### config.mk
export PLATFORM = sky130hd
export DESIGN_NAME = shift_cu
export DESIGN_NICKNAME = d
export VERILOG_FILES = /design/src/rtl/shift_cu_pkg.sv /design/src/rtl/shift_cu_opnd.sv /design/src/rtl/shift_cu_shifter.sv /design/src/rtl/shift_cu_result.sv /design/src/rtl/shift_cu.sv
export SDC_FILE = /design/constraint.sdc
export NUM_CORES = 1
export LEC_CHECK = 0
export ABC_AREA = 0
export ABC_CLOCK_PERIOD_IN_PS = 4800
export BUFFER_PORTS_ARGS = -buffer_cell sky130_fd_sc_hd__buf_2
export CORE_MARGIN = 5
export CORE_UTILIZATION = 44
export DETAILED_ROUTE_END_ITERATION = 6
export PLACE_DENSITY = 0.65
export SLEW_MARGIN = 15
export SYNTH_ARGS = -nofsm -noshare
export SYNTH_HDL_FRONTEND = slang
export SYNTH_SLANG_ARGS = --single-unit
### constraint.sdc
create_clock -name clk -period 4.8 [get_ports clk]
set_input_delay 0.24 -clock clk [delete_from_list [all_inputs] [get_ports clk]]
set_output_delay 0.24 -clock clk [all_outputs]
set_load 0.02 [all_outputs]
### src/rtl/shift_cu_pkg.sv
package shift_cu_pkg;
    typedef enum logic [1:0] {
        CU_IDLE  = 2'd0,
        CU_FETCH = 2'd1,
        CU_OFFER = 2'd2
    } cu_state_e;
endpackage

### src/rtl/shift_cu_opnd.sv
module shift_cu_opnd #(
    parameter int WIDTH = 16
) (
    input  logic             clk,
    input  logic             rst,
    input  logic             start_i,
    input  logic             go_i,
    input  logic [WIDTH-1:0] data_i,
    output logic             rel_o,
    output logic             have_o,
    output logic [WIDTH-1:0] val_o
);
    typedef struct packed {
        logic             rel;
        logic             have;
        logic [WIDTH-1:0] val;
    } port_s;

    port_s port_d, port_q;
    logic  take;

    always_comb begin
        take   = port_q.rel & go_i;
        port_d = port_q;
        if (start_i) begin
            port_d.rel  = 1'b1;
            port_d.have = 1'b0;
        end else if (take) begin
            port_d.rel  = 1'b0;
            port_d.have = 1'b1;
            port_d.val  = data_i;
        end
    end

    always_ff @(posedge clk) begin
        if (rst) port_q <= '0;
        else     port_q <= port_d;
    end

    assign rel_o  = port_q.rel;
    assign have_o = port_q.have | take;
    assign val_o  = take ? data_i : port_q.val;

    assert_rel_drops_R4: assert property (@(posedge clk) disable iff (rst)
        (rel_o && go_i && !start_i) |=> !rel_o);
    assert_go_ignored_R4: assert property (@(posedge clk) disable iff (rst)
        (!rel_o && go_i && !start_i) |=> !rel_o && $stable(port_q.val));
endmodule

### src/rtl/shift_cu_shifter.sv
module shift_cu_shifter #(
    parameter int WIDTH = 16,
    localparam int SHW  = $clog2(WIDTH)
) (
    input  logic             dir_i,
    input  logic [WIDTH-1:0] a_i,
    input  logic [SHW-1:0]   amt_i,
    output logic [WIDTH-1:0] res_o
);
    always_comb begin
        if (dir_i) res_o = a_i >> amt_i;
        else       res_o = a_i << amt_i;
        if (amt_i == '0) begin
            assert_zero_pass_R3: assert (res_o == a_i);
        end
    end
endmodule

### src/rtl/shift_cu_result.sv
module shift_cu_result #(
    parameter int WIDTH = 16
) (
    input  logic             clk,
    input  logic             rst,
    input  logic             load_i,
    input  logic [WIDTH-1:0] value_i,
    input  logic             go_i,
    output logic             rel_o,
    output logic [WIDTH-1:0] data_o,
    output logic             done_o
);
    typedef struct packed {
        logic             rel;
        logic [WIDTH-1:0] data;
    } res_s;

    res_s res_d, res_q;

    always_comb begin
        res_d  = res_q;
        done_o = res_q.rel & go_i;
        if (load_i) begin
            res_d.rel  = 1'b1;
            res_d.data = value_i;
        end else if (done_o) begin
            res_d.rel  = 1'b0;
        end
    end

    always_ff @(posedge clk) begin
        if (rst) res_q <= '0;
        else     res_q <= res_d;
    end

    assign rel_o  = res_q.rel;
    assign data_o = res_q.data;

    assert_hold_until_go_R6: assert property (@(posedge clk) disable iff (rst)
        (rel_o && !go_i) |=> rel_o && $stable(data_o));
endmodule

### src/rtl/shift_cu.sv
module shift_cu #(
    parameter int WIDTH = 16
) (
    input  logic             clk,
    input  logic             rst,
    input  logic             issue_i,
    input  logic             dir_i,
    output logic             opa_rel_o,
    input  logic             opa_go_i,
    input  logic [WIDTH-1:0] opa_data_i,
    output logic             opb_rel_o,
    input  logic             opb_go_i,
    input  logic [WIDTH-1:0] opb_data_i,
    output logic             res_rel_o,
    input  logic             res_go_i,
    output logic [WIDTH-1:0] res_data_o,
    output logic             busy_o
);
    import shift_cu_pkg::*;

    localparam int NUM_OPS = 2;
    localparam int SHW     = $clog2(WIDTH);

    typedef struct packed {
        cu_state_e state;
        logic      dir;
    } ctl_s;

    ctl_s ctl_d, ctl_q;

    logic                 start, load, res_done, all_have;
    logic [NUM_OPS-1:0]   op_go, op_rel, op_have;
    logic [WIDTH-1:0]     op_in  [NUM_OPS];
    logic [WIDTH-1:0]     op_val [NUM_OPS];
    logic [WIDTH-1:0]     shifted;

    assign op_go    = {opb_go_i, opa_go_i};
    assign op_in[0] = opa_data_i;
    assign op_in[1] = opb_data_i;

    for (genvar g = 0; g < NUM_OPS; g++) begin : g_opnd
        shift_cu_opnd #(.WIDTH(WIDTH)) u_opnd (
            .clk    (clk),
            .rst    (rst),
            .start_i(start),
            .go_i   (op_go[g]),
            .data_i (op_in[g]),
            .rel_o  (op_rel[g]),
            .have_o (op_have[g]),
            .val_o  (op_val[g])
        );
    end

    assign opa_rel_o = op_rel[0];
    assign opb_rel_o = op_rel[1];
    assign all_have  = &op_have;

    shift_cu_shifter #(.WIDTH(WIDTH)) u_shift (
        .dir_i(ctl_q.dir),
        .a_i  (op_val[0]),
        .amt_i(op_val[1][SHW-1:0]),
        .res_o(shifted)
    );

    shift_cu_result #(.WIDTH(WIDTH)) u_res (
        .clk    (clk),
        .rst    (rst),
        .load_i (load),
        .value_i(shifted),
        .go_i   (res_go_i),
        .rel_o  (res_rel_o),
        .data_o (res_data_o),
        .done_o (res_done)
    );

    always_comb begin
        ctl_d = ctl_q;
        start = 1'b0;
        load  = 1'b0;
        case (ctl_q.state)
            CU_IDLE: begin
                if (issue_i) begin
                    start       = 1'b1;
                    ctl_d.dir   = dir_i;
                    ctl_d.state = CU_FETCH;
                end
            end
            CU_FETCH: begin
                if (all_have) begin
                    load        = 1'b1;
                    ctl_d.state = CU_OFFER;
                end
            end
            CU_OFFER: begin
                if (res_done) ctl_d.state = CU_IDLE;
            end
            default: ctl_d.state = CU_IDLE;
        endcase
    end

    always_ff @(posedge clk) begin
        if (rst) ctl_q <= '{state: CU_IDLE, dir: 1'b0};
        else     ctl_q <= ctl_d;
    end

    assign busy_o = (ctl_q.state != CU_IDLE);

    assert_issue_starts_R1: assert property (@(posedge clk) disable iff (rst)
        (!busy_o && issue_i) |=> busy_o && opa_rel_o && opb_rel_o);
    assert_busy_issue_ignored_R8: assert property (@(posedge clk) disable iff (rst)
        (busy_o && issue_i && !res_done) |=> busy_o && $stable(ctl_q.dir));
    assert_done_frees_R7: assert property (@(posedge clk) disable iff (rst)
        (res_rel_o && res_go_i) |=> !busy_o && !res_rel_o);
    assert_rel_within_busy_R6: assert property (@(posedge clk) disable iff (rst)
        (res_rel_o || opa_rel_o || opb_rel_o) |-> busy_o);
    assert_reset_clears_R9: assert property (@(posedge clk)
        rst |=> !busy_o && !res_rel_o && !opa_rel_o && !opb_rel_o);
endmodule

### Yosys cells after proc, flatten, opt, wreduce, memory -nomap -nowiden

Index checks and enable logic that the tools add are counted.

| operators by class | value |
|---|---|
| equal/unequal tests | 5 |
| shift operators | 2 |
| muxes and demuxes | 17 |
| bitwise logic cells | 6 |
| reductions and logical operators | 11 |

Operators with widths:

| cell | number |
|---|---|
| 2-to-1 mux 18 bit | 2 |
| 2-to-1 mux 16 bit | 2 |
| left shift 16 x 4 -> 16 bit | 1 |
| right shift 16 x 4 -> 16 bit | 1 |
| 2-to-1 mux 2 bit | 4 |
| AND reduction 2 bit | 4 |
| nonzero test 2 bit | 4 |
| 2-to-1 mux 1 bit | 6 |
| inequality test 2 bit (second input constant) | 3 |
| one-hot mux 2 bit (3 select lines) | 1 |
| 2-to-1 mux 4 bit | 1 |
| bitwise AND 1 bit | 3 |
| 2-to-1 mux 3 bit | 1 |
| AND reduction 3 bit | 1 |
| equality test 2 x 1 -> 1 bit (second input constant) | 1 |
| equality test 2 bit (second input constant) | 1 |
| zero test 2 bit | 1 |
| OR 1 bit | 2 |
| OR reduction 2 bit | 1 |
| NOT 1 bit | 1 |

| storage, ports and cells | value |
|---|---|
| bits in registers | 56 |
| bits of input ports | 39 |
| output and inout port bits | 20 |
| logic and storage cells | 51 |

### Longest topological paths before layout

| depth | value |
|---|---|
| depth in word-level cells | 6 |
| depth in mapped cells | 9 |
| gate-level depth less buffers | 6 |

### Cells and area by module

A second synthesis with hierarchy kept.

| second synthesis, totals | value |
|---|---|
| cells, all modules | 446 |
| area, all modules | 4383.0 um^2 |

By module, submodules not included:

| module | times used | cells an instance | area each (um^2) | sequential area each (um^2) |
|---|---|---|---|---|
| shift_cu_opnd | 2 | 96 | 999.7 | 360.3 |
| shift_cu_shifter | 1 | 183 | 1615.3 | 0.0 |
| shift_cu_result | 1 | 57 | 623.1 | 340.3 |
| shift_cu | 1 | 14 | 145.1 | 60.1 |

### Worst setup path after synthesis

Ideal clock, no wire load.

| path | value |
|---|---|
| path type | reg-to-reg |
| start point | reg g_opnd[0].u_opnd.port_q (netlist bit g_opnd[0].u_opnd.rel_o) |
| end point | reg u_res.res_q (netlist bit u_res.data_o[4]) |
| library setup time | 0.134 ns |
| data arrival time | 2.005 ns |
| slack | 2.662 ns |
| stages on the path, launching flop included | 9 |
| path buffers | 2 |
| clock period less this slack | 2.138 ns |
| path through | dfxtp_1 clkbuf_1 a21oi_1 or3b_1 or2_0 clkbuf_1 a31o_1 a221oi_1 a211oi_1 |

| between the ends | value |
|---|---|
| cells in the longest elaborated chain, start to end | 5 |

RTL lines:

| element | line | source |
|---|---|---|
| start, declared | shift_cu_opnd.sv:19 | `port_s port_d, port_q;` |
| start signal, assigned | shift_cu_opnd.sv:37 | `else port_q <= port_d;` |
| bitwise AND 1 bit (*) | shift_cu_opnd.sv:23 | `take = port_q.rel & go_i;` |
| parallel branches: the longest is 4 deep, another holds 2-to-1 mux 16 bit | -- |  |
| end signal, assigned | shift_cu_result.sv:33 | `else res_q <= res_d;` |
| end, declared | shift_cu_result.sv:18 | `res_s res_d, res_q;` |

Every way passes the cells marked *.
A chain may end at the register's enable or synchronous reset.

### Worst setup path in the final report

| path | value |
|---|---|
| start point | reg g_opnd[0].u_opnd.port_q (netlist bit g_opnd[0].u_opnd.rel_o) |
| end point | reg u_res.res_q (netlist bit u_res.data_o[10]) |

Same word-level chain as after synthesis.

==> results.cfg <==
[setup_path]
worst_path_largest_cell_delay_ns = 0.69
critPathSlowestCell = sky130_fd_sc_hd__mux2i_1
cp.required_ns = 4.99
crit_path_max_fanout = 13
timing.setup.critical_path_class = reg2reg
crit_path_start_kind = register
worst_path_dominant_cell_family = multiplexers
path_buf_inv = 0
setup.worst_path.end_class = register
path_cells = and2_1 -> mux2i_1 -> mux2_2 -> o211ai_1 -> o211a_1 -> o41a_1
cp_data_arrival_time_ns = 3.18

[grt]
grt_overflow = 0
grt.met2_usage_pct = 35.6
pin_count_of_the_biggest_net_entering_global_routing = 45
gr-usage-met3_pct = 3.88
wire_length_of_the_first_global_routing_pass_um = 17300
globalRoute.busiestLayer = met2
antenna_found_initial = 0
grt.met1_usage_pct = 28.4
grt_pass1_vias = 3344
grt_use_total_pct = 22.1

[cts]
postCtsSetupRepairBufs = 0
cts.sink_count = 44
post_cts_resize_count = 0
cts-hold-fix-buffers = 0
clock_insertion_delay_worst_skew_ns = 0.30
clockBufferDepth = 2
cts_htree_levels = 2
clock_tree.root_cell = sky130_fd_sc_hd__clkbuf_8
clock_transition_at_the_registers_of_the_reported_paths_ns = 0.08
cts_made_buffers = 5
cts_tree = built

[detailed_routing]
route.detailed.drc = 2
detailedRoute.firstIterationViolations = 396
drt_pre_antenna_iters = 7
wirelength_um = 10400
drt.antenna.violating_nets = 0
routed_via_density = 6.30
routedWlPerCell_um = 18.8
dr_total_vias = 3479

[timing]
setup_viol = 0
slew_headroom_pct = 27.9
max_clock_freq_mhz = 334
final_hold_viol_count = 0
slew_viol_final = 0
finalCriticalPeriod_ns = 2.99
layout_worst_path_cycle_share_pct = 62.3
finalClockSkew_ns = 0.00394
setup_tns_ns = 0
grt_setup_unrepaired = no
max_slew.worst_pin.slew_ns = 1.08

[synth]
synth_edf_count = 0
synthesis.nets = 468
yosysTopAreaCellShare_pct = 26.5
post-synth-top-area-cell = sky130_fd_sc_hd__dfxtp_1
synth_area_per_cell_um2 = 7.75
netlist_top_cells_area = sky130_fd_sc_hd__dfxtp_1 26%, sky130_fd_sc_hd__nand2_1 7.2%, sky130_fd_sc_hd__a21oi_1 7.1%
synth-seq-cells = 44
synthDistinctLibCells = 66
yosys_warnings = 0
synthCells = 429
async_flop_share_pct = 0
synth.yosys.seq_area_share_pct = 26.5
netlist_area_um2 = 3320
ys_dominant_reg_cell = sky130_fd_sc_hd__dfxtp_1

[run_status]
failed_checks = DRC
result_of_the_run = complete, but fails checks

[power_and_ir_drop]
total_leakage_power_nw = 1.35
power-per-cell-area_nw_per_um2 = 245
ir_worst_vdd_mv = 0.134

[job]
max_cap_violations = 0

[final_layout]
filler_cell_count = 772
final_design_area_no_fill_um2 = 3660
final_nets = 491
diodes = 0
final_core_utilization_pct = 50.2
drive_gt1_share_pct = 18.8
syn_to_final_growth_pct = 10.2
multi_input_area_um2 = 2280
layout.area.seq_um2 = 881

[worst_hold_path]
hold_path.class = in2reg

[place]
placement.cell_area_um2 = 3540
detailed_place_hpwl_um = 7700
buffer_ports.inserted = 46
gp_routability_congestion = 0.930

[floorplanning]
fp.dieH_um = 96.9
core-area_um2 = 7290
floorplan.die.width_um = 96.9
top_level_ports = 59
die_area_um2 = 9390
placementRows = 31
floorplan.initialDensity_pct = 45.6
## cell usage in the layout (no fill, tap or decap), types with 10 or more instances in the layout
master                     synthesis  routed
sky130_fd_sc_hd__dfxtp_1          44      44
sky130_fd_sc_hd__o211ai_1         10      10
sky130_fd_sc_hd__buf_2            11      46
sky130_fd_sc_hd__mux2i_1          22      22
sky130_fd_sc_hd__a21oi_1          47      47
sky130_fd_sc_hd__a311oi_1         12      12
sky130_fd_sc_hd__nor3_1           13      13
sky130_fd_sc_hd__nand2_1          64      64
sky130_fd_sc_hd__o21ai_0          15      15
sky130_fd_sc_hd__nor2_1           41      41
## sequential cells by signal (all words and copies together) (netlist names)
| name | flops |
|---|---|
| g_opnd.u_opnd.port_q | 22 |
| u_res.data_o | 16 |
| ctl_q | 3 |
| g_opnd.u_opnd.rel_o | 2 |
| u_res.rel_o | 1 |
## worst paths after layout
| check | endpoint | cells after the start | slack, ns | startpoint |
|---|---|---|---|---|
| setup / recovery | u_res.data_o[10]$_SDFFE_PP0P_ | 6 | 1.81 | g_opnd[0].u_opnd.rel_o$_SDFFE_PP0P_ |
| hold / removal | g_opnd[0].u_opnd.port_q[10]$_SDFFE_PP0P_ | 3 | 0.17 | opa_data_i[10] |
| setup reg to reg | u_res.data_o[10]$_SDFFE_PP0P_ | 6 | 1.81 | g_opnd[0].u_opnd.rel_o$_SDFFE_PP0P_ |
| hold reg to reg | g_opnd[0].u_opnd.port_q[11]$_SDFFE_PP0P_ | 2 | 0.46 | g_opnd[0].u_opnd.port_q[11]$_SDFFE_PP0P_ |
## per-layer routing
layer	routed length, um	up-vias
met4	408	0
met3	642	30
met5	0	-
li1	-	1672
met2	4840	145
met1	4500	1632
## logic make-up (layout without fill, tap and decap cells)
kind of cell	after synthesis	in the layout	synth area share, %
AOI/OAI and AO/OA	154	154	32.3
buffers and inverters	34	58	4.93
muxes	37	37	13.8
and+or+nand+nor	160	160	22.4
DFF	44	44	26.5
## cell usage after synthesis (all sizes together), types with 4 or more instances
cell type / count
a2111oi: 4
a211o: 6
a211oi: 9
a21oi: 47
a221oi: 7
a311oi: 12
a31oi: 6
and2: 4
and3: 10
buf: 16
clkbuf: 16
dfxtp: 44
mux2: 8
mux2i: 23
mux4: 6
nand2: 65
nand2b: 4
nand3: 8
nor2: 44
nor3: 15
o211ai: 10
o21ai: 16
o22ai: 6
## area by class of cell
cell class              count  share of cell area [%]
clock inverters             1                   0.820
flip-flops and latches     44                    24.0
inverters                   2                   0.205
well taps                  99                    3.38
multi-input cells         351                    62.2
clock buffers               7                    2.63
repair buffers             48                    6.69
## power breakdown
part / leakage, nW / switching (mW) / internal (mW)
combinational: 0.928 / 0.130 / 0.0686
sequential: 0.356 / 0.00920 / 0.373
clock: 0.0645 / 0.134 / 0.184
total: 1.35 / 0.273 / 0.626
## worst reg2reg max path, stage by stage, from the launching register on
cell and delay [ns]:
sky130_fd_sc_hd__dfxtp_1 0.54, sky130_fd_sc_hd__and2_1 0.57, sky130_fd_sc_hd__mux2i_1 0.69, sky130_fd_sc_hd__mux2_2 0.36
sky130_fd_sc_hd__o211ai_1 0.09, sky130_fd_sc_hd__o211a_1 0.21, sky130_fd_sc_hd__o41a_1 0.41
## stage by stage
step	worst slack (ns)	hold slack [ns]	instances	power, mW
2_1_floorplan	2.66	0.376	429	0.531
3_3_place_gp	1.89	0.440	544	0.584
3_5_place_dp	1.88	0.447	544	0.585
4_1_cts	1.86	0.165	552	0.902
5_1_grt	1.63	0.175	552	0.938
6_report	1.81	0.174	552	0.899
No activity file was read; power rests on OpenSTA's default activity.
